<file path="src/rtl/cfgwd_pkg.sv">
package cfgwd_pkg;
  typedef enum logic [3:0] {
    ST_FLAG_RD,
    ST_FLAG_CAP,
    ST_PROG,
    ST_INIT,
    ST_FETCH,
    ST_SHIFT,
    ST_CLK,
    ST_DONE,
    ST_RUN_USR,
    ST_RUN_OK,
    ST_RUN_FAC,
    ST_HALT
  } ldr_state_e;
endpackage

</file>
<file path="src/rtl/cfgwd_timer.sv">
module cfgwd_timer #(
  parameter int W = 8
) (
  input  logic         clk,
  input  logic         rst_n,
  input  logic         clr,
  input  logic         en,
  output logic [W-1:0] cnt
);
  logic [W-1:0] cnt_d;

  always_comb begin
    cnt_d = cnt;
    if (clr)     cnt_d = '0;
    else if (en) cnt_d = cnt + 1'b1;
  end

  always_ff @(posedge clk or negedge rst_n) begin
    if (!rst_n) cnt <= '0;
    else if (clr || en) cnt <= cnt_d;
  end
endmodule

</file>
<file path="src/rtl/cfgwd_unlock.sv">
module cfgwd_unlock #(
  parameter int          KEY_WORDS = 4,
  parameter logic [31:0] KEY       = 32'hA55A_C33C
) (
  input  logic       clk,
  input  logic       rst_n,
  input  logic       en,
  input  logic       wr,
  input  logic [7:0] wdata,
  output logic       hit
);
  localparam int PW = (KEY_WORDS > 1) ? $clog2(KEY_WORDS) : 1;
  localparam logic [PW-1:0] LAST = PW'(KEY_WORDS - 1);

  logic [PW-1:0] pos_q, pos_d;
  logic [7:0]    want;
  logic          match;

  assign want  = KEY[8*(KEY_WORDS-1-int'(pos_q)) +: 8];
  assign match = en && wr && (wdata == want);
  assign hit   = match && (pos_q == LAST);

  always_comb begin
    pos_d = pos_q;
    if (!en)                    pos_d = '0;
    else if (wr && !match)      pos_d = '0;
    else if (match && hit)      pos_d = '0;
    else if (match)             pos_d = pos_q + 1'b1;
  end

  always_ff @(posedge clk or negedge rst_n) begin
    if (!rst_n) pos_q <= '0;
    else if (wr || !en) pos_q <= pos_d;
  end
endmodule

</file>
<file path="src/rtl/cfgwd_seq.sv">
module cfgwd_seq
  import cfgwd_pkg::*;
#(
  parameter int SLOT_AW     = 4,
  parameter int IMG_BYTES   = 12,
  parameter int PROG_CYCLES = 4,
  parameter int INIT_TMO    = 40,
  parameter int DONE_TMO    = 120,
  parameter int WD_CYCLES   = 300,
  parameter int TW          = 9,
  localparam int FAW        = SLOT_AW + 3
) (
  input  logic           clk,
  input  logic           rst_n,
  output logic           flash_rd,
  output logic [FAW-1:0] flash_addr,
  input  logic [7:0]     flash_data,
  output logic           prog_n,
  input  logic           init_in,
  input  logic           done_in,
  output logic           cfg_clk,
  output logic [7:0]     cfg_data,
  input  logic           unlock_hit,
  input  logic [TW-1:0]  tmr_cnt,
  output logic           tmr_clr,
  output logic           tmr_en,
  output logic [1:0]     cur_slot,
  output logic           cfg_ok,
  output logic           wd_armed,
  output logic           fail_led,
  output logic           halted
);
  localparam logic [FAW-1:0]     FLAG_ADDR = FAW'(4) << SLOT_AW;
  localparam logic [SLOT_AW-1:0] LAST_IDX  = SLOT_AW'(IMG_BYTES - 1);

  ldr_state_e         state_q, state_d;
  logic [1:0]         slot_q, slot_d;
  logic               led_q, led_d;
  logic [SLOT_AW-1:0] idx_q, idx_d;
  logic [7:0]         cdat_q;
  logic               fail;

  always_comb begin
    state_d = state_q;
    slot_d  = slot_q;
    led_d   = led_q;
    idx_d   = idx_q;
    fail    = 1'b0;
    case (state_q)
      ST_FLAG_RD:  state_d = ST_FLAG_CAP;
      ST_FLAG_CAP: begin
        slot_d  = (flash_data != 8'd0 && flash_data < 8'd4) ? flash_data[1:0] : 2'd0;
        state_d = ST_PROG;
      end
      ST_PROG: begin
        idx_d = '0;
        if (tmr_cnt == TW'(PROG_CYCLES - 1)) state_d = ST_INIT;
      end
      ST_INIT: begin
        if (init_in) state_d = ST_FETCH;
        else if (tmr_cnt == TW'(INIT_TMO - 1)) fail = 1'b1;
      end
      ST_FETCH: state_d = ST_SHIFT;
      ST_SHIFT: state_d = ST_CLK;
      ST_CLK: begin
        if (idx_q == LAST_IDX) state_d = ST_DONE;
        else begin
          idx_d   = idx_q + 1'b1;
          state_d = ST_FETCH;
        end
      end
      ST_DONE: begin
        if (done_in) state_d = (slot_q != 2'd0) ? ST_RUN_USR : ST_RUN_FAC;
        else if (tmr_cnt == TW'(DONE_TMO - 1)) fail = 1'b1;
      end
      ST_RUN_USR: begin
        if (unlock_hit) state_d = ST_RUN_OK;
        else if (tmr_cnt == TW'(WD_CYCLES - 1)) fail = 1'b1;
      end
      default: ;
    endcase
    if (fail) begin
      if (slot_q != 2'd0) begin
        slot_d  = 2'd0;
        led_d   = 1'b1;
        state_d = ST_PROG;
      end else begin
        state_d = ST_HALT;
      end
    end
  end

  always_ff @(posedge clk or negedge rst_n) begin
    if (!rst_n) begin
      state_q <= ST_FLAG_RD;
      slot_q  <= 2'd0;
      led_q   <= 1'b0;
      idx_q   <= '0;
      cdat_q  <= 8'd0;
    end else begin
      state_q <= state_d;
      slot_q  <= slot_d;
      led_q   <= led_d;
      if (state_q == ST_PROG || state_q == ST_CLK) idx_q <= idx_d;
      if (state_q == ST_SHIFT) cdat_q <= flash_data;
    end
  end

  assign tmr_clr    = (state_d != state_q);
  assign tmr_en     = (state_q == ST_PROG) || (state_q == ST_INIT) ||
                      (state_q == ST_DONE) || (state_q == ST_RUN_USR);
  assign flash_rd   = (state_q == ST_FLAG_RD) || (state_q == ST_FETCH);
  assign flash_addr = (state_q == ST_FLAG_RD) ? FLAG_ADDR : {1'b0, slot_q, idx_q};
  assign prog_n     = (state_q != ST_PROG);
  assign cfg_clk    = (state_q == ST_CLK);
  assign cfg_data   = cdat_q;
  assign cur_slot   = slot_q;
  assign wd_armed   = (state_q == ST_RUN_USR);
  assign cfg_ok     = (state_q == ST_RUN_USR) || (state_q == ST_RUN_OK) ||
                      (state_q == ST_RUN_FAC);
  assign fail_led   = led_q;
  assign halted     = (state_q == ST_HALT);

  a_r9_led_sticky: assert property (@(posedge clk) disable iff (!rst_n)
    fail_led |=> fail_led);
  a_r10_wd_user_only: assert property (@(posedge clk) disable iff (!rst_n)
    wd_armed |-> (cur_slot != 2'd0));
  a_r11_halt_sticky: assert property (@(posedge clk) disable iff (!rst_n)
    halted |=> halted);
  a_r8_fallback_factory: assert property (@(posedge clk) disable iff (!rst_n)
    $rose(fail_led) |-> (cur_slot == 2'd0) && !prog_n);
  a_r2_clk_idle_in_prog: assert property (@(posedge clk) disable iff (!rst_n)
    !prog_n |-> !cfg_clk);
  a_r6_unlock_disarms: assert property (@(posedge clk) disable iff (!rst_n)
    (wd_armed && unlock_hit) |=> (!wd_armed && cfg_ok && !fail_led));
endmodule

</file>
<file path="src/rtl/cfg_wd_loader.sv">
module cfg_wd_loader #(
  parameter int          SLOT_AW     = 4,
  parameter int          IMG_BYTES   = 12,
  parameter int          PROG_CYCLES = 4,
  parameter int          INIT_TMO    = 40,
  parameter int          DONE_TMO    = 120,
  parameter int          WD_CYCLES   = 1 << 20,
  parameter logic [31:0] UNLOCK_KEY  = 32'hA55A_C33C,
  localparam int         FAW         = SLOT_AW + 3
) (
  input  logic           clk,
  input  logic           rst_n,
  output logic           flash_rd,
  output logic [FAW-1:0] flash_addr,
  input  logic [7:0]     flash_data,
  output logic           prog_n,
  input  logic           init_in,
  input  logic           done_in,
  output logic           cfg_clk,
  output logic [7:0]     cfg_data,
  input  logic           reg_wr,
  input  logic [7:0]     reg_wdata,
  output logic [1:0]     cur_slot,
  output logic           cfg_ok,
  output logic           wd_armed,
  output logic           fail_led,
  output logic           halted
);
  localparam int TMAX1 = (WD_CYCLES > DONE_TMO) ? WD_CYCLES : DONE_TMO;
  localparam int TMAX2 = (INIT_TMO > PROG_CYCLES) ? INIT_TMO : PROG_CYCLES;
  localparam int TMAX  = (TMAX1 > TMAX2) ? TMAX1 : TMAX2;
  localparam int TW    = $clog2(TMAX + 1);

  logic          rs_meta, rs_n;
  logic          tmr_clr, tmr_en, unlock_hit;
  logic [TW-1:0] tmr_cnt;

  always_ff @(posedge clk or negedge rst_n) begin
    if (!rst_n) begin
      rs_meta <= 1'b0;
      rs_n    <= 1'b0;
    end else begin
      rs_meta <= 1'b1;
      rs_n    <= rs_meta;
    end
  end

  cfgwd_timer #(.W(TW)) u_tmr (
    .clk(clk), .rst_n(rs_n), .clr(tmr_clr), .en(tmr_en), .cnt(tmr_cnt)
  );

  cfgwd_unlock #(.KEY_WORDS(4), .KEY(UNLOCK_KEY)) u_unl (
    .clk(clk), .rst_n(rs_n), .en(wd_armed), .wr(reg_wr), .wdata(reg_wdata),
    .hit(unlock_hit)
  );

  cfgwd_seq #(
    .SLOT_AW(SLOT_AW), .IMG_BYTES(IMG_BYTES), .PROG_CYCLES(PROG_CYCLES),
    .INIT_TMO(INIT_TMO), .DONE_TMO(DONE_TMO), .WD_CYCLES(WD_CYCLES), .TW(TW)
  ) u_seq (
    .clk(clk), .rst_n(rs_n),
    .flash_rd(flash_rd), .flash_addr(flash_addr), .flash_data(flash_data),
    .prog_n(prog_n), .init_in(init_in), .done_in(done_in),
    .cfg_clk(cfg_clk), .cfg_data(cfg_data),
    .unlock_hit(unlock_hit), .tmr_cnt(tmr_cnt), .tmr_clr(tmr_clr), .tmr_en(tmr_en),
    .cur_slot(cur_slot), .cfg_ok(cfg_ok), .wd_armed(wd_armed),
    .fail_led(fail_led), .halted(halted)
  );
endmodule

</file>
<file path="config.mk">
export PLATFORM = sky130hd
export DESIGN_NAME = cfg_wd_loader
export DESIGN_NICKNAME = d
export VERILOG_FILES = /design/src/rtl/cfgwd_pkg.sv /design/src/rtl/cfgwd_timer.sv /design/src/rtl/cfgwd_unlock.sv /design/src/rtl/cfgwd_seq.sv /design/src/rtl/cfg_wd_loader.sv
export SDC_FILE = /design/constraint.sdc
export NUM_CORES = 1
export LEC_CHECK = 0
export BUFFER_PORTS_ARGS = -buffer_cell sky130_fd_sc_hd__buf_2
export CORE_MARGIN = 3
export CORE_UTILIZATION = 30
export CTS_BUF_LIST = sky130_fd_sc_hd__clkbuf_8
export DETAILED_ROUTE_END_ITERATION = 12
export PLACE_DENSITY_LB_ADDON = 0.15
export SLEW_MARGIN = 20
export SYNTH_ARGS = -nofsm -noshare
export SYNTH_HDL_FRONTEND = slang
export SYNTH_SLANG_ARGS = --single-unit
export TNS_END_PERCENT = 20
</file>
<file path="constraint.sdc">
create_clock -name clk -period 2.2 [get_ports clk]
set_input_delay 0.55 -clock clk [delete_from_list [all_inputs] [get_ports clk]]
set_output_delay 0.55 -clock clk [all_outputs]
set_load 0.01 [all_outputs]
</file>
Yosys cells after proc, flatten, opt, wreduce, memory -nomap -nowiden
Cells that the tools add are included.

storage, ports and cells
  register bits = 44
  bits of input ports = 21
  output and inout bits = 24
  word-level logic and storage cells = 92

operators by class
  add/sub/neg operators = 4
  order comparisons = 1
  equal/unequal tests = 22
  shift-type cells = 1
  multiplexer cells = 29
  reduce and logical (&&, ||, !) cells = 26

operators by type and width
  operator                  count
  $mux 21                   2
  $pmux 4 s9                1
  $shiftx 32x32->8 const A  1
  $mux 4                    7
  $add 21x1->21 const B     1
  $eq 21x2->1 const B       1
  $eq 21x20->1 const B      1
  $eq 21x6->1 const B       1
  $eq 21x7->1 const B       1
  $eq 4x4->1 const B        5
  $mux 2                    10
  $eq 4x3->1 const B        4
  $logic_or 1x1->1          9
  $eq 4x2->1 const B        2
  $eq 8x8->1                1
  $lt 8x3->1 const B        1
  $pmux 4 s2                1
  $reduce_bool 8->1         1
  $mux 7                    1
  $logic_and 1x1->1         6
  $mux 1                    6
  $reduce_and 2->1          3
  $reduce_bool 2->1         3
  $add 4x1->4 const B       1
  12 further kinds          13

Depth between registers and ports, before layout
  word-level depth = 11
  gate-level depth with buffers = 10

Modules after synthesis
Synthesis repeated with hierarchy kept, for this count alone.

unflattened totals
  cells, all modules = 276
  area total of the unflattened synthesis = 2538.7 sq um

by module, submodules not included
  module         instances  cells each  area an instance (sq um)  sequential area each (sq um)
  cfgwd_seq      1          140         1241.2                    475.5
  cfgwd_timer    1          111         1073.5                    525.5
  cfgwd_unlock   1          22          170.2                     50.0
  cfg_wd_loader  1          3           53.8                      50.0

Worst setup path before layout
OpenSTA, ideal clock, no wires.

  path kind = reg2reg
  start point = reg u_unl.pos_q[0]
  end point = reg u_tmr.cnt[10]
  arrival = 2344 ps
  data required time = 2120 ps
  path slack = -224 ps
  stages on the path, launching flop included = 11
  path buffers = 1
  period minus slack after synthesis = 2424 ps
  cell sequence = dfrtp_1 -> inv_1 -> ha_1 -> or4_1 -> a22oi_2 -> nand3_2 -> a21o_2 -> a31o_4 -> xnor2_4 -> buf_6 -> nor3b_2

between the ends
  longest elaborated chain between the ends = 11

RTL lines
  what                                                                           RTL line            text
  start: declaration                                                             cfgwd_unlock.sv:15  logic [PW-1:0] pos_q, pos_d;
  start signal: assignment                                                       cfgwd_unlock.sv:33  else if (wr || !en) pos_q <= pos_d;
  $sub 2x2->3                                                                    cfgwd_unlock.sv:19  assign want = KEY[8*(KEY_WORDS-1-int'(pos_q)) +: 8];
  $shiftx 32x32->8                                                               cfgwd_unlock.sv:19
  $eq 8x8->1                                                                     cfgwd_unlock.sv:20  assign match = en && wr && (wdata == want);
  $logic_and 1x1->1                                                              cfgwd_unlock.sv:20
  $logic_and 1x1->1 *                                                            cfgwd_unlock.sv:21  assign hit = match && (pos_q == LAST);
  $mux 4 / $mux 1 (equally long branches)                                        cfgwd_seq.sv:77     if (unlock_hit) state_d = ST_RUN_OK;
  $pmux 4 s9 / $pmux 1 s3 (equally long branches)                                cfgwd_seq.sv:49     case (state_q)
  $mux 4 *                                                                       cfgwd_seq.sv:82     if (fail) begin
  $ne 4x4->1 *                                                                   cfgwd_seq.sv:109    assign tmr_clr = (state_d != state_q);
  $reduce_bool 2->1 (no source line) / $logic_or 1x1->1 (equally long branches)  n/a
  $reduce_and 2->1 (no source line)                                              n/a
  end signal: assignment                                                         cfgwd_timer.sv:20   else if (clr || en) cnt <= cnt_d;
  end: declaration                                                               cfgwd_timer.sv:8    output logic [W-1:0] cnt

Mark *: on every way between the ends. The rest lies on a longest branch, timed or not.
A chain may end at the register's enable or synchronous reset.

Final worst setup path
  start point = reg u_unl.pos_q[1]
  end point = reg u_tmr.cnt[15]

Same word-level chain as after synthesis.

==> out/results.ini <==
[timing]
rsz0062_at_grt=true
slew_violations=0
fin_ws_ps=-291.6
finalCritPeriodShare_pct=113.3
clock_skew_ps=7.953
min_period_ps=2492
finalHoldViolations=0
max_slew_margin_pct=66.87
tightest_slew_ps=495.1
setup_tns_ps=-5409
finalSetupViolCount=21
fmax_ghz=0.4013
hold_ws_ps=229.3

[floorplan]
start_util_pct=31.15
io_pins=45
die_w_um=101.4
core_area_mm2=0.008763
die_h_um=101.4
rows=34
die-area_mm2=0.01028

[logic_synthesis]
ys_ff_latch=44
synth_edf_count=0
synth_top_cell_by_area=dfrtp_1
synth.distinct_cells=58
yosysWarningCount=0
yosysMostFrequentCell=dfrtp_1
netlist_area_mm2=0.002730
synth_flop_cell=dfrtp_1
synthCells=258
yosys.area.top_type_share_pct=40.33
synthArstFlopShare_pct=100.0
syn_nets=284
syn_area_per_cell_um2=10.58
synthTopCellsByArea=dfrtp_1, nor3_2, xnor2_1, mux2_2, nor2_1
yosysSeqAreaShare_pct=40.33
synth_common_cells=dfrtp_1, nor2_1, nor3_2, xnor2_1, nand2_1

[routing]
top_layer_used=met4
first_pass_iters=4
wl_met3_um=187
met2RoutedLength_mm=3.159
route.detailed.drc=0
vias_per_cell=4.748
first_iter_violations=65
wl_mm=6.483
vias=2317
wl_per_cell_um=13.28
wl_met1_mm=3.094
final_antenna_net_count=0

[power_and_ir_drop]
p_leak_nw=1.722
ir_drop_v=0.0006548
report.power.total_w=0.003649
power.density_mw_per_mm2=956.0

[finish]
syn_to_final_growth_pct=39.83
antenna_cells=0
fin_nets=405
drive_gt1_share_pct=49.74

[global_routing]
overflow=0
grt_start_max_net_pins=25
grt_pass1_vias=2341
grtUsageTotal_pct=13.05
antenna_found_initial=0
grt_pass1_wl_mm=10.84

[critical_path]
worstSetupPathType=reg -> reg
worstPathArrival_ps=2710
critPathMaxFanout=8
worstSetupEndpointType=flop
worstPathRequired_ps=2420
timing.rr.start=u_unl.pos_q[1]
critPathLaunch=u_unl.pos_q[1]
critPathLaunchType=flop

[run_status]
violations=negative setup slack
status=complete, but fails checks

[clock_network]
cts_tree=done
insertion_delay_ps=290
clk_path_buf_depth=2
cts_sinks=44
clk_pin_slew_ps=90
cts_buffers=5
htreeDepth=2
root_buffer=clkbuf_8

[placed_design]
place_hpwl_mm=5.137
numPortBuffers=44
place.gp.congestion=0.7934

[min_path]
hp-class=reg -> async

[flow_run]
drv_cap=0

[path summary, 6_finish.rpt]
check / endpoint / slack (ps) / depth (start not counted)
min in group clk: rs_n / 360 / 0
max reg2reg: u_tmr.cnt[15] / -290 / 9
min: u_seq.cur_slot[1] / 230 / 0
min reg2reg: u_seq.cur_slot[1] / 230 / 0
max: u_tmr.cnt[15] / -290 / 9
max in group asynchronous: u_tmr.cnt[15] / 1470 / 1
[sequential cells by signal (all words and copies together) (netlist names)]
signal          cells
u_unl.pos_q         2
u_seq.idx_q         4
rs_n                1
u_seq.fail_led      1
rs_meta             1
u_tmr.cnt          21
u_seq.state_q       4
u_seq.cur_slot      2
u_seq.cfg_data      8
[through the flow]
stage               cells  area [um2]  util (%)  setup WS, ps
finish                488        3817     43.56        -291.6
global route          488        3817     43.56        -447.7
global placement      478        3645     41.59        -422.3
floorplan             258        2753         -        -189.0
detailed placement    478        3645     41.59        -462.3
CTS                   486        3776     43.09        -316.3
[critical path: stages, from the launching register on]
cell and delay [ps]:
dfrtp_1 430, ha_4 170, or4_4 470, a22oi_2 210, nand3_2 120, nor2b_4 160
o31ai_2 230, o211ai_1 230, buf_4 250, nor3_2 150
[cells by family (layout without fill, tap and decap cells)]
kind of cell / Yosys count / after routing / synth area share [%]
buf+inv: 16 / 138 / 3.758
mux: 12 / 12 / 4.858
simple gates: 135 / 135 / 32.35
compound gates: 22 / 22 / 8.203
fa+ha+maj: 5 / 5 / 2.291
xor+xnor: 23 / 23 / 8.066
other cells: 1 / 1 / 0.1374
flops: 44 / 44 / 40.33
[metal layers]
| layer | GRT usage (%) | vias up |
|---|---|---|
| met4 | 2.863 | 0 |
| met3 | 2.066 | 2 |
| met2 | 21.53 | 29 |
| met1 | 18.03 | 1110 |
| met5 | 0 | - |
| li1 | - | 1176 |
[cell usage in the layout, fill, tap and decap left out, types with 5 or more instances in the layout]
master,Yosys,routed
nand3_1,11,11
dfrtp_1,44,43
nor2b_1,9,9
nor2_1,26,26
nand2_1,12,12
clkbuf_8,1,5
xnor2_1,14,14
nand4_1,8,8
nor3_2,21,21
inv_1,8,7
mux2_2,10,10
xor2_1,8,8
buf_4,0,73
nor3_1,8,6
buf_2,2,44
[where the power goes]
| part | switching (W) | leakage, nW | internal, W |
|---|---|---|---|
| Combinational | 0.00107 | 1.08 | 0.000919 |
| Clock | 0.000289 | 0.0541 | 0.000336 |
| Sequential | 0.0000995 | 0.586 | 0.000940 |
[layout make-up]
class | instances | area, um2
sequential | 44 | 1102
fill | 878 | 4946
timing repair buffer | 122 | 849.6
multi-input combinational | 198 | 1589
inverter | 8 | 30.03
clock inverter | 3 | 42.54
clock buffer | 5 | 68.82
tap | 108 | 135.1
[timing repair]
action,CTS,global route
endpoints found under the hold margin,0,2
buffers inserted,0,1
setup endpoints to repair,31,33
gates resized for setup,4,4
hold buffers,0,1
pin swaps,12,2
Power figures use the tool's default switching activity.
